File: config.mk
export PLATFORM = sky130hd
export DESIGN_NAME = branch_resolve
export DESIGN_NICKNAME = d
export VERILOG_FILES = /design/src/rtl/brc_pkg.sv /design/src/rtl/brc_decode.sv /design/src/rtl/brc_compare.sv /design/src/rtl/brc_target.sv /design/src/rtl/branch_resolve.sv
export SDC_FILE = /design/constraint.sdc
export NUM_CORES = 1
export LEC_CHECK = 0
export ABC_AREA = 0
export ABC_CLOCK_PERIOD_IN_PS = 11800
export BUFFER_PORTS_ARGS = -buffer_cell sky130_fd_sc_hd__buf_2
export CORE_ASPECT_RATIO = 0.5
export CORE_MARGIN = 2
export CORE_UTILIZATION = 50
export CTS_CLUSTER_SIZE = 28
export DETAILED_ROUTE_END_ITERATION = 8
export GPL_TIMING_DRIVEN = 0
export PLACE_DENSITY = 0.8
export SLEW_MARGIN = 20
export SYNTH_ARGS = -nofsm -noshare
export SYNTH_HDL_FRONTEND = slang
export SYNTH_SLANG_ARGS = --single-unit
File: constraint.sdc
create_clock -name clk -period 11.8 [get_ports clk]
set_input_delay 0.59 -clock clk [delete_from_list [all_inputs] [get_ports clk]]
set_output_delay 0.59 -clock clk [all_outputs]
set_load 0.01 [all_outputs]
File: src/rtl/brc_pkg.sv
package brc_pkg;
    typedef enum logic [2:0] {
        KIND_COND,
        KIND_JA,
        KIND_CALL,
        KIND_EXIT,
        KIND_BAD
    } brc_kind_e;

    localparam logic [2:0] CLS_WIDE   = 3'd5;
    localparam logic [2:0] CLS_NARROW = 3'd6;

    localparam logic [3:0] OP_JA   = 4'h0;
    localparam logic [3:0] OP_EQ   = 4'h1;
    localparam logic [3:0] OP_GT   = 4'h2;
    localparam logic [3:0] OP_GE   = 4'h3;
    localparam logic [3:0] OP_SET  = 4'h4;
    localparam logic [3:0] OP_NE   = 4'h5;
    localparam logic [3:0] OP_SGT  = 4'h6;
    localparam logic [3:0] OP_SGE  = 4'h7;
    localparam logic [3:0] OP_CALL = 4'h8;
    localparam logic [3:0] OP_EXIT = 4'h9;
    localparam logic [3:0] OP_LT   = 4'hA;
    localparam logic [3:0] OP_LE   = 4'hB;
    localparam logic [3:0] OP_SLT  = 4'hC;
    localparam logic [3:0] OP_SLE  = 4'hD;
endpackage

File: src/rtl/brc_decode.sv
module brc_decode
    import brc_pkg::*;
(
    input  logic [7:0] opcode,
    output brc_kind_e  kind,
    output logic       narrow,
    output logic       use_reg,
    output logic [3:0] rel
);
    logic [2:0] cls;

    always_comb begin
        cls     = opcode[2:0];
        rel     = opcode[7:4];
        use_reg = opcode[3];
        narrow  = (cls == CLS_NARROW);
        kind    = KIND_BAD;
        if (cls == CLS_WIDE || cls == CLS_NARROW) begin
            case (rel)
                OP_JA:   kind = narrow ? KIND_BAD : KIND_JA;
                OP_CALL: kind = narrow ? KIND_BAD : KIND_CALL;
                OP_EXIT: kind = narrow ? KIND_BAD : KIND_EXIT;
                OP_EQ, OP_NE, OP_SET,
                OP_GT, OP_GE, OP_LT, OP_LE,
                OP_SGT, OP_SGE, OP_SLT, OP_SLE: kind = KIND_COND;
                default: kind = KIND_BAD;
            endcase
        end
    end
endmodule

File: src/rtl/brc_compare.sv
module brc_compare
    import brc_pkg::*;
#(
    parameter int XLEN = 64
) (
    input  logic [XLEN-1:0] lhs,
    input  logic [XLEN-1:0] rhs,
    input  logic [3:0]      rel,
    input  logic            narrow,
    output logic            hit
);
    localparam int HALF = XLEN / 2;

    logic [XLEN-1:0] ua, ub, sa, sb;

    always_comb begin
        ua = narrow ? {{(XLEN-HALF){1'b0}}, lhs[HALF-1:0]} : lhs;
        ub = narrow ? {{(XLEN-HALF){1'b0}}, rhs[HALF-1:0]} : rhs;
        sa = narrow ? {{(XLEN-HALF){lhs[HALF-1]}}, lhs[HALF-1:0]} : lhs;
        sb = narrow ? {{(XLEN-HALF){rhs[HALF-1]}}, rhs[HALF-1:0]} : rhs;
        case (rel)
            OP_EQ:   hit = (ua == ub);
            OP_NE:   hit = (ua != ub);
            OP_SET:  hit = |(ua & ub);
            OP_GT:   hit = (ua > ub);
            OP_GE:   hit = (ua >= ub);
            OP_LT:   hit = (ua < ub);
            OP_LE:   hit = (ua <= ub);
            OP_SGT:  hit = ($signed(sa) > $signed(sb));
            OP_SGE:  hit = ($signed(sa) >= $signed(sb));
            OP_SLT:  hit = ($signed(sa) < $signed(sb));
            OP_SLE:  hit = ($signed(sa) <= $signed(sb));
            default: hit = 1'b0;
        endcase
    end
endmodule

File: src/rtl/brc_target.sv
module brc_target #(
    parameter int PCW  = 16,
    parameter int OFFW = 16
) (
    input  logic [PCW-1:0]  pc,
    input  logic [OFFW-1:0] offset,
    output logic [PCW-1:0]  fall_pc,
    output logic [PCW-1:0]  jump_pc
);
    logic [PCW-1:0] disp;

    generate
        if (PCW > OFFW) begin : g_extend
            assign disp = {{(PCW-OFFW){offset[OFFW-1]}}, offset};
        end else begin : g_trunc
            assign disp = offset[PCW-1:0];
        end
    endgenerate

    always_comb begin
        fall_pc = pc + PCW'(1);
        jump_pc = fall_pc + disp;
    end
endmodule

File: src/rtl/branch_resolve.sv
module branch_resolve
    import brc_pkg::*;
#(
    parameter int XLEN = 64,
    parameter int PCW  = 16,
    parameter int OFFW = 16
) (
    input  logic            clk,
    input  logic            rst_n,
    input  logic            in_valid,
    input  logic [7:0]      opcode,
    input  logic [XLEN-1:0] dst_val,
    input  logic [XLEN-1:0] src_val,
    input  logic [31:0]     imm,
    input  logic [OFFW-1:0] offset,
    input  logic [PCW-1:0]  pc,
    output logic            out_valid,
    output logic            taken,
    output logic [PCW-1:0]  next_pc,
    output logic            call_stb,
    output logic            exit_stb,
    output logic            illegal
);
    localparam int IMMW = 32;

    typedef struct packed {
        logic           vld;
        logic           tk;
        logic [PCW-1:0] npc;
        logic           cl;
        logic           ex;
        logic           il;
    } res_t;

    res_t res_d, res_q;

    brc_kind_e       kind;
    logic            narrow, use_reg, hit;
    logic [3:0]      rel;
    logic [XLEN-1:0] rhs;
    logic [PCW-1:0]  fall_pc, jump_pc;

    brc_decode u_dec (
        .opcode (opcode),
        .kind   (kind),
        .narrow (narrow),
        .use_reg(use_reg),
        .rel    (rel)
    );

    assign rhs = use_reg ? src_val : {{(XLEN-IMMW){imm[IMMW-1]}}, imm};

    brc_compare #(.XLEN(XLEN)) u_cmp (
        .lhs   (dst_val),
        .rhs   (rhs),
        .rel   (rel),
        .narrow(narrow),
        .hit   (hit)
    );

    brc_target #(.PCW(PCW), .OFFW(OFFW)) u_tgt (
        .pc     (pc),
        .offset (offset),
        .fall_pc(fall_pc),
        .jump_pc(jump_pc)
    );

    always_comb begin
        res_d = '0;
        if (in_valid) begin
            res_d.vld = 1'b1;
            res_d.npc = fall_pc;
            case (kind)
                KIND_COND: begin
                    res_d.tk = hit;
                    if (hit) res_d.npc = jump_pc;
                end
                KIND_JA: begin
                    res_d.tk  = 1'b1;
                    res_d.npc = jump_pc;
                end
                KIND_CALL: res_d.cl = 1'b1;
                KIND_EXIT: res_d.ex = 1'b1;
                default:   res_d.il = 1'b1;
            endcase
        end
    end

    always_ff @(posedge clk) begin
        if (!rst_n) res_q <= '0;
        else        res_q <= res_d;
    end

    assign out_valid = res_q.vld;
    assign taken     = res_q.tk;
    assign next_pc   = res_q.npc;
    assign call_stb  = res_q.cl;
    assign exit_stb  = res_q.ex;
    assign illegal   = res_q.il;


    flags_excl_chk: assert property (@(posedge clk) disable iff (!rst_n)
        $onehot0({taken, call_stb, exit_stb, illegal}));


    idle_quiet_chk: assert property (@(posedge clk) disable iff (!rst_n)
        !in_valid |=> !out_valid && !taken && !call_stb && !exit_stb && !illegal);


    fall_pc_chk: assert property (@(posedge clk) disable iff (!rst_n)
        in_valid && !(opcode[2:0] == 3'd5 && opcode[7:4] == 4'h0) ##1 !taken
        |-> next_pc == $past(pc) + PCW'(1));


    bad_class_chk: assert property (@(posedge clk) disable iff (!rst_n)
        in_valid && opcode[2:0] != 3'd5 && opcode[2:0] != 3'd6 |=> illegal && !taken);


    uncond_chk: assert property (@(posedge clk) disable iff (!rst_n)
        in_valid && opcode == 8'h05 |=> taken && out_valid);


    narrow_call_chk: assert property (@(posedge clk) disable iff (!rst_n)
        in_valid && opcode[2:0] == 3'd6 |=> !call_stb && !exit_stb);
endmodule

* Yosys cells after proc, flatten, opt, wreduce, memory -nomap -nowiden
Cells that the tools add are included.
** Operators by class
- Add/subtract/negate cells :: 2
- Multipliers :: 0
- Div/mod/pow operators :: 0
- Magnitude comparators :: 8
- Equal/unequal tests :: 20
- Shift-type cells :: 0
- Muxes and demuxes :: 17
- Bitwise gates (word level) :: 1
- Reductions and logical operators :: 7
** Operator list (number)
- 64-bit 2-to-1 mux :: 5
- 64-bit greater-or-equal comparator :: 2
- 64-bit greater-than comparator :: 2
- 64-bit <= comparator :: 2
- 64-bit < comparator :: 2
- 64-bit bitwise AND :: 1
- 64-bit == test :: 1
- 64-bit inequality test :: 1
- 64-bit OR reduction :: 1
- 17-bit one-hot mux with 2 select lines :: 1
- 4-bit == test, second input constant :: 6
- 21-bit 2-to-1 mux :: 1
- 16-bit by 1-bit adder with 16-bit output, second input constant :: 1
- 16-bit adder :: 1
- 4-bit by 3-bit == test with 1-bit output, second input constant :: 4
- 16-bit 2-to-1 mux :: 1
- 3-bit 2-to-1 mux :: 4
- 3-bit one-hot mux with 4 select lines :: 1
- 1-bit one-hot mux with 11 select lines :: 1
- 11-bit OR reduction :: 1
- 4-bit by 2-bit == test with 1-bit output, second input constant :: 2
- 3-bit by 2-bit == test with 1-bit output, second input constant :: 2
- 3-bit == test, second input constant :: 2
- 4-bit by 1-bit == test with 1-bit output, second input constant :: 1
- other kinds (7) :: 9
** Storage, ports and cells
- Register bits after elaboration :: 21
- Bits in latches :: 0
- Bits in writable memories :: 0
- Bits in read-only memories :: 0
- Input bits :: 203
- Output and inout port bits :: 21
- Memories kept :: 0

* Longest topological paths before layout
Gate-level depths: netlist of run 1.
- Word-level depth :: 8
- Mapped depth :: 20

* Hierarchy
Synthesis of run 1 repeated with hierarchy kept, for this count alone.
** Unflattened totals
- Cells, all modules :: 921
- Area total of the unflattened synthesis :: 6956.7 um2
** Modules (own cells, without submodules)
- brc_compare :: times used 1, cells an instance 569, area an instance 4272.8 um2, seq. area each 0.0 um2
- branch_resolve :: times used 1, cells an instance 195, area an instance 1456.4 um2, seq. area each 420.4 um2
- brc_target :: times used 1, cells an instance 141, area an instance 1119.8 um2, seq. area each 0.0 um2
- brc_decode :: times used 1, cells an instance 16, area an instance 107.6 um2, seq. area each 0.0 um2

* Worst setup path after synthesis of run 1
OpenSTA, ideal clock, no wires.
- Path kind :: input-to-reg
- Start point :: in opcode[0]
- End point :: reg res_q (netlist bit next_pc[10])
- Setup time :: 0.122 ns
- Arrival time :: 4.065 ns
- Data required time :: 11.678 ns
- Path slack :: 7.614 ns
- Stages on the path :: 20
- Path buffers :: 5
- Cell sequence :: nand3b_1 -> clkbuf_1 -> inv_1 -> nand2_1 -> clkbuf_1 -> buf_1 -> nand2_1 -> ha_1 -> nand4_1 -> nor4_2 -> and3_1 -> nand3_2 -> and3_1 -> a311o_1 -> nor3_1 -> a211oi_2 -> a21o_1 -> buf_6 -> buf_12 -> mux2i_1
** Between the ends
- Cells in the longest elaborated chain, start to end :: 7
** Ends and longest elaborated chain
- start: declaration :: RTL line branch_resolve.sv:11 : input logic [7:0] opcode,
- branches (longest 6 deep; another with 64-bit <= comparator)
- 17-bit one-hot mux with 2 select lines (*) :: RTL line branch_resolve.sv:73 : case (kind)
- end signal: assignment :: RTL line branch_resolve.sv:91 : else res_q <= res_d;
- end: declaration :: RTL line branch_resolve.sv:35 : res_t res_d, res_q;
Mark *: on every way between the ends.
A chain may end at the register's enable or synchronous reset.

* Final worst setup path of run 1
- Start point :: in opcode[1]
- End point :: reg res_q (netlist bit next_pc[10])
Same word-level chain as after synthesis.

==> results of run 1 <==
[worst max-delay path: cells and delay by family]
kind | cells | cell delay, ns
AOI/OAI and AO/OA | 3 | 0.60
adders and majority gates | 1 | 0.34
buffers and inverters | 7 | 1.80
muxes | 1 | 0.11
and+or+nand+nor | 9 | 1.91
[metrics by stage]
stage               power (µW)  hold slack [ns]  area (µm²)  instances  util, %
floorplan                  278            0.679        6560        910        -
global placement           361            0.876        7870       1300     61.8
detailed placement         372            0.885        7870       1300     61.8
CTS                        447            0.615        7950       1304     62.4
global route               494            0.645        7950       1304     62.4
finish                     446            0.623        7950       1304     62.4
[synth_stat cells (13+ instances only)]
library cell / count
clkbuf_1: 13
dfxtp_1: 21
xnor2_1: 16
mux2i_1: 45
a21oi_1: 88
ha_1: 176
o21ai_0: 20
nand2_1: 117
nand4_1: 22
nand3_1: 24
inv_1: 139
nor4_1: 23
nor2_1: 59
[area by class of cell]
cell class | count | share of cell area (%)
Multi-Input combinational cell | 721 | 68.4
Timing Repair Buffer | 220 | 13.8
Inverter | 139 | 6.56
Sequential cell | 21 | 5.29
Tap cell | 170 | 2.68
Buffer | 29 | 2.22
Clock buffer | 3 | 0.944
Clock inverter | 1 | 0.0630
[final timing paths]
check                  from     endpoint  slack (ns)
hold / removal    opcode[4]     call_stb        0.62
setup / recovery  opcode[1]  next_pc[10]        6.54
[sequential cells by signal, summed over array words and instances, names as in the netlist]
register / flops
call_stb: 1
out_valid: 1
exit_stb: 1
taken: 1
illegal: 1
next_pc: 16
[kinds of logic (layout without fill, tap and decap cells)]
logic type | Yosys count | count (layout) | synth area share, %
AO/OA/AOI/OAI | 165 | 165 | 15.2
XOR/XNOR | 24 | 24 | 3.21
adder cells (fa/ha/maj) | 177 | 177 | 33.9
multiplexers | 46 | 46 | 7.04
buffers and inverters | 168 | 392 | 10.6
flip-flops | 21 | 21 | 6.41
AND/OR/NAND/NOR | 309 | 309 | 23.6
[power by group]
group          total, µW  switching (µW)  internal, µW
Clock               71.3            25.9          45.5
Combinational        299             170           130
Sequential          75.3           0.774          74.5
[per-layer routing]
| layer | vias up | track usage (%) |
|---|---|---|
| met5 | - | 0 |
| met2 | 233 | 47.6 |
| met4 | 0 | 4.98 |
| met3 | 20 | 3.64 |
| li1 | 3574 | - |
| met1 | 3225 | 34.0 |
==> flow_summary.json, run 1 <==
{
  "final_antenna_net_count": 0,
  "cts_buffers": 3,
  "wl_mm": 18.8,
  "wl_met1_mm": 8.61,
  "postCtsSetupBuffers": 0,
  "final_cell_mix": "buf_2, ha_1, inv_1, nand2_1, a21oi_1",
  "layout.cells.most_common": "buf_2",
  "hold_class": "input port to flop",
  "core-area_um2": 12700,
  "p_per_area_nw_per_um2": 56.1,
  "grt_antenna_before_repair": 0,
  "clk_pin_slew_worst_paths_ns": 0.06,
  "fin_crit_ns": 5.26,
  "synth_edf_count": 0,
  "synth_top_area_share_pct": 33.6,
  "worst_pin_slew_ns": 0.761,
  "htreeDepth": 1,
  "cts_buffer_depth": 2,
  "grt_pass1_vias": 6919,
  "async_reset_ff_share_pct": 0,
  "syn-mean-instance-area_um2": 7.20,
  "arrival_ns": 5.39,
  "whs_path_depth": 2,
  "grt_start_max_net_pins": 13,
  "cts_hold_buf": 0,
  "die_x_um": 166,
  "status": "completed",
  "start_kind": "input port",
  "setup_ws_ns": 6.54,
  "syn-cell-area_um2": 6560,
  "synth_area_leaders": "ha_1, inv_1, mux2i_1",
  "final-hold-violation-count": 0,
  "io_pins": 224,
  "yosys_warnings": 0,
  "yosysTopAreaCell": "ha_1",
  "met3WireLength_mm": 1.26,
  "max_slew_margin_pct": 49.2,
  "die-area_um2": 14100,
  "layout.nets": 1515,
  "setup_violations": 0,
  "postSynthCellCount": 910,
  "clock_sinks": 21,
  "fmax_mhz": 190,
  "fin_tns_setup_ns": 0,
  "drv_slew": 0,
  "dp_slack_ns": 6.39,
  "met2_length_mm": 8.68,
  "ys_ff_latch": 21,
  "cts_resized": 0,
  "wl_per_cell_um": 14.4,
  "slowest_stage": "clkbuf_1",
  "crit_required_ns": 11.93,
  "drc_errors": 0,
  "fillCellCount": 1200,
  "gp_congestion": 0.929,
  "cpPeakStageDelay_ns": 0.50,
  "synth_flop_cell": "dfxtp_1",
  "areaGrowthSynthToFinish_pct": 21.3,
  "diodes": 0,
  "vias": 7052,
  "endpoint_kind": "flop",
  "routed_via_density": 5.41,
  "grt_pass1_wl_mm": 31.4,
  "cts_root_buffer": "clkbuf_16",
  "critical_path_class": "input port to flop",
  "vdd_ir_drop_max_v": 0.0000476,
  "die-height_um": 85.0,
  "grt_util_all_layers_pct": 26.3,
  "start_util_pct": 51.5,
  "maxCapViolCount": 0,
  "p_leak_uw": 0.00470,
  "cp_cell_sequence": "buf_2, nand3b_1, clkbuf_1, inv_1, nand2_1, clkbuf_1, buf_1, nand2_1, ha_1, nand4_1, nor4_2, and3_1, nand3_2, and3_1, a311o_1, nor3_1, a211oi_2, a21o_1, buf_6, buf_12, mux2i_1",
  "place_hpwl_mm": 16.6,
  "fp-row-count": 29,
  "top_layer": "met4",
  "critical_path_peak_fanout": 10,
  "rsz0062_at_grt": "no",
  "synth_fp_nets": 1290,
  "final.period_utilization_pct": 44.6,
  "yosysSeqAreaShare_pct": 6.41,
  "yosysUniqueCellTypes": 66,
  "drive_gt1_share_pct": 22.3,
  "cts_tree": "yes",
  "io_buffers": 220,
  "drt_pre_antenna_iters": 5,
  "drt_iter0_drc": 410,
  "seqCellArea_um2": 420,
  "multiInputGateArea_um2": 5440,
  "overflow": 0
}
(Power assumes the default switching activity.)
==> inputs of run 2 (changes only) <==
--- a/config.mk
+++ b/config.mk
@@ -6,7 +6,7 @@
 export NUM_CORES = 1
 export LEC_CHECK = 0
 export ABC_AREA = 0
-export ABC_CLOCK_PERIOD_IN_PS = 11800
+export ABC_CLOCK_PERIOD_IN_PS = 5100
 export BUFFER_PORTS_ARGS = -buffer_cell sky130_fd_sc_hd__buf_2
 export CORE_ASPECT_RATIO = 0.5
 export CORE_MARGIN = 2
==> constraint.sdc (replaced) <==
create_clock -name clk -period 5.1 [get_ports clk]
set_input_delay 0.255 -clock clk [delete_from_list [all_inputs] [get_ports clk]]
set_output_delay 0.255 -clock clk [all_outputs]
set_load 0.01 [all_outputs]
==> run 2 against run 1 <==
  * Clock power increased by 130%
  * Cell count unchanged
  * Non-clock buffer count is the same
  * Final area hardly changed
  * Worst hold slack lost 0.33 ns
  * Die area did not move
  * Via count is 0.27% higher
  * Critical endpoint unchanged
  * Highest routed layer unchanged
==> flow_summary.json, run 2 (synthesized netlist as in run 1, its figures left out) <==
{
  "grt_pass1_vias": 6919,
  "overflow": 0,
  "clk_pin_slew_worst_paths_ns": 0.06,
  "grt_pass1_wl_mm": 31.4,
  "setup_violations": 0,
  "fin_tns_setup_ns": 0,
  "fin_util_pct": 62.4,
  "die-height_um": 85.0,
  "gr-usage-met2_pct": 47.6,
  "maxCapViolCount": 0,
  "p_per_area_nw_per_um2": 130,
  "grt.met1_usage_pct": 34.0,
  "endpoint_kind": "flop",
  "io_buffers": 220,
  "hold_class": "input port to flop",
  "fp-row-count": 29,
  "wl_per_cell_um": 14.4,
  "layout.nets": 1515,
  "drive_gt1_share_pct": 22.5,
  "diodes": 0,
  "critical_path_class": "input port to flop",
  "io_pins": 224,
  "vdd_ir_drop_max_v": 0.000110,
  "rsz0062_at_grt": "no",
  "drt_iter0_drc": 415,
  "cts_root_buffer": "clkbuf_16",
  "use_met3_pct": 3.64,
  "final.period_utilization_pct": 94.5,
  "gr-max-usage-layer": "met2",
  "crit_required_ns": 5.28,
  "core-area_um2": 12700,
  "grt_util_all_layers_pct": 26.3,
  "final_antenna_net_count": 0,
  "drv_slew": 0,
  "die-area_um2": 14100,
  "critical_path_peak_fanout": 10,
  "cts_buffer_depth": 2,
  "final-hold-violation-count": 0,
  "cts_buffers": 3,
  "fmax_mhz": 207,
  "vias": 7071,
  "status": "completed",
  "clock_sinks": 21,
  "gp_congestion": 0.929,
  "wl_mm": 18.8,
  "largest_reg_flops": 16,
  "start_util_pct": 51.5,
  "drc_errors": 0,
  "areaGrowthSynthToFinish_pct": 21.3,
  "drt_pre_antenna_iters": 5,
  "routed_via_density": 5.42,
  "grt_start_max_net_pins": 13,
  "worst_pin_slew_ns": 0.767,
  "p_leak_uw": 0.00470,
  "postCtsSetupBuffers": 0,
  "grt_antenna_before_repair": 0,
  "hold_ws_ns": 0.296,
  "layout.cells.most_common": "buf_2",
  "final_cell_mix": "buf_2, ha_1, inv_1, nand2_1, a21oi_1",
  "max_slew_margin_pct": 48.9,
  "cts_tree": "yes",
  "htreeDepth": 1,
  "arrival_ns": 5.00,
  "start_kind": "input port",
  "die_x_um": 166,
  "fin_crit_ns": 4.82,
  "place_hpwl_mm": 16.6
}
==> run 2: critical path: stages <==
cell	delay [ns]
buf_2	0.10
clkbuf_1	0.52
buf_1	0.65
mux2i_1	0.23
ha_1	0.37
nand4_1	0.15
nor4_1	0.64
nand3_2	0.26
nor4_4	0.22
xnor2_1	0.15
a2bb2oi_1	0.26
o221ai_2	0.15
a211oi_2	0.34
a21o_1	0.19
buf_6	0.14
buf_12	0.14
mux2i_1	0.19
==> run 2: cell type report <==
type / count / area (µm²)
fillers: 1200 / 4780
clock buffers: 3 / 75.1
clock inverters: 1 / 5.00
flip-flops and latches: 21 / 420
well taps: 170 / 213
inverters: 139 / 522
repair buffers: 220 / 1100
plain buffers: 29 / 179
multi-input cells: 721 / 5440
==> run 2: per-stage QoR <==
step | total power, µW | area [µm²] | instances | setup WS, ns
floorplan | 643 | 6560 | 910 | 1.25
global placement | 835 | 7870 | 1300 | 0.117
detailed placement | 861 | 7870 | 1300 | 0.0205
CTS | 1030 | 7950 | 1304 | 0.278
global route | 1140 | 7950 | 1304 | 0.00222
finish | 1030 | 7950 | 1304 | 0.280
==> run 2: report_power, final <==
part	internal, µW	switching (µW)	leakage, µW	total, µW
sequential	172	1.79	0.000172	174
clock	105	60.6	0.0000409	166
combinational	301	393	0.00449	693
total	578	455	0.00470	1030
==> run 2: path summary, 6_finish.rpt <==
kind / start / end / slack, ns / cells past startpoint
max: opcode[3] / next_pc[10] / 0.28 / 17
min: opcode[4] / call_stb / 0.30 / 2
==> run 2: layer usage <==
layer,vias up,wire length [µm]
li1,3579,-
met1,3234,8630
met2,236,8700
met3,22,1230
met4,0,269
met5,-,0
==> run 2: what timing repair did <==
action                     CTS  global route
setup endpoints to repair    0            12
hold buffers                 0             0
resized for setup            0             4
hold endpoints to repair     0             0
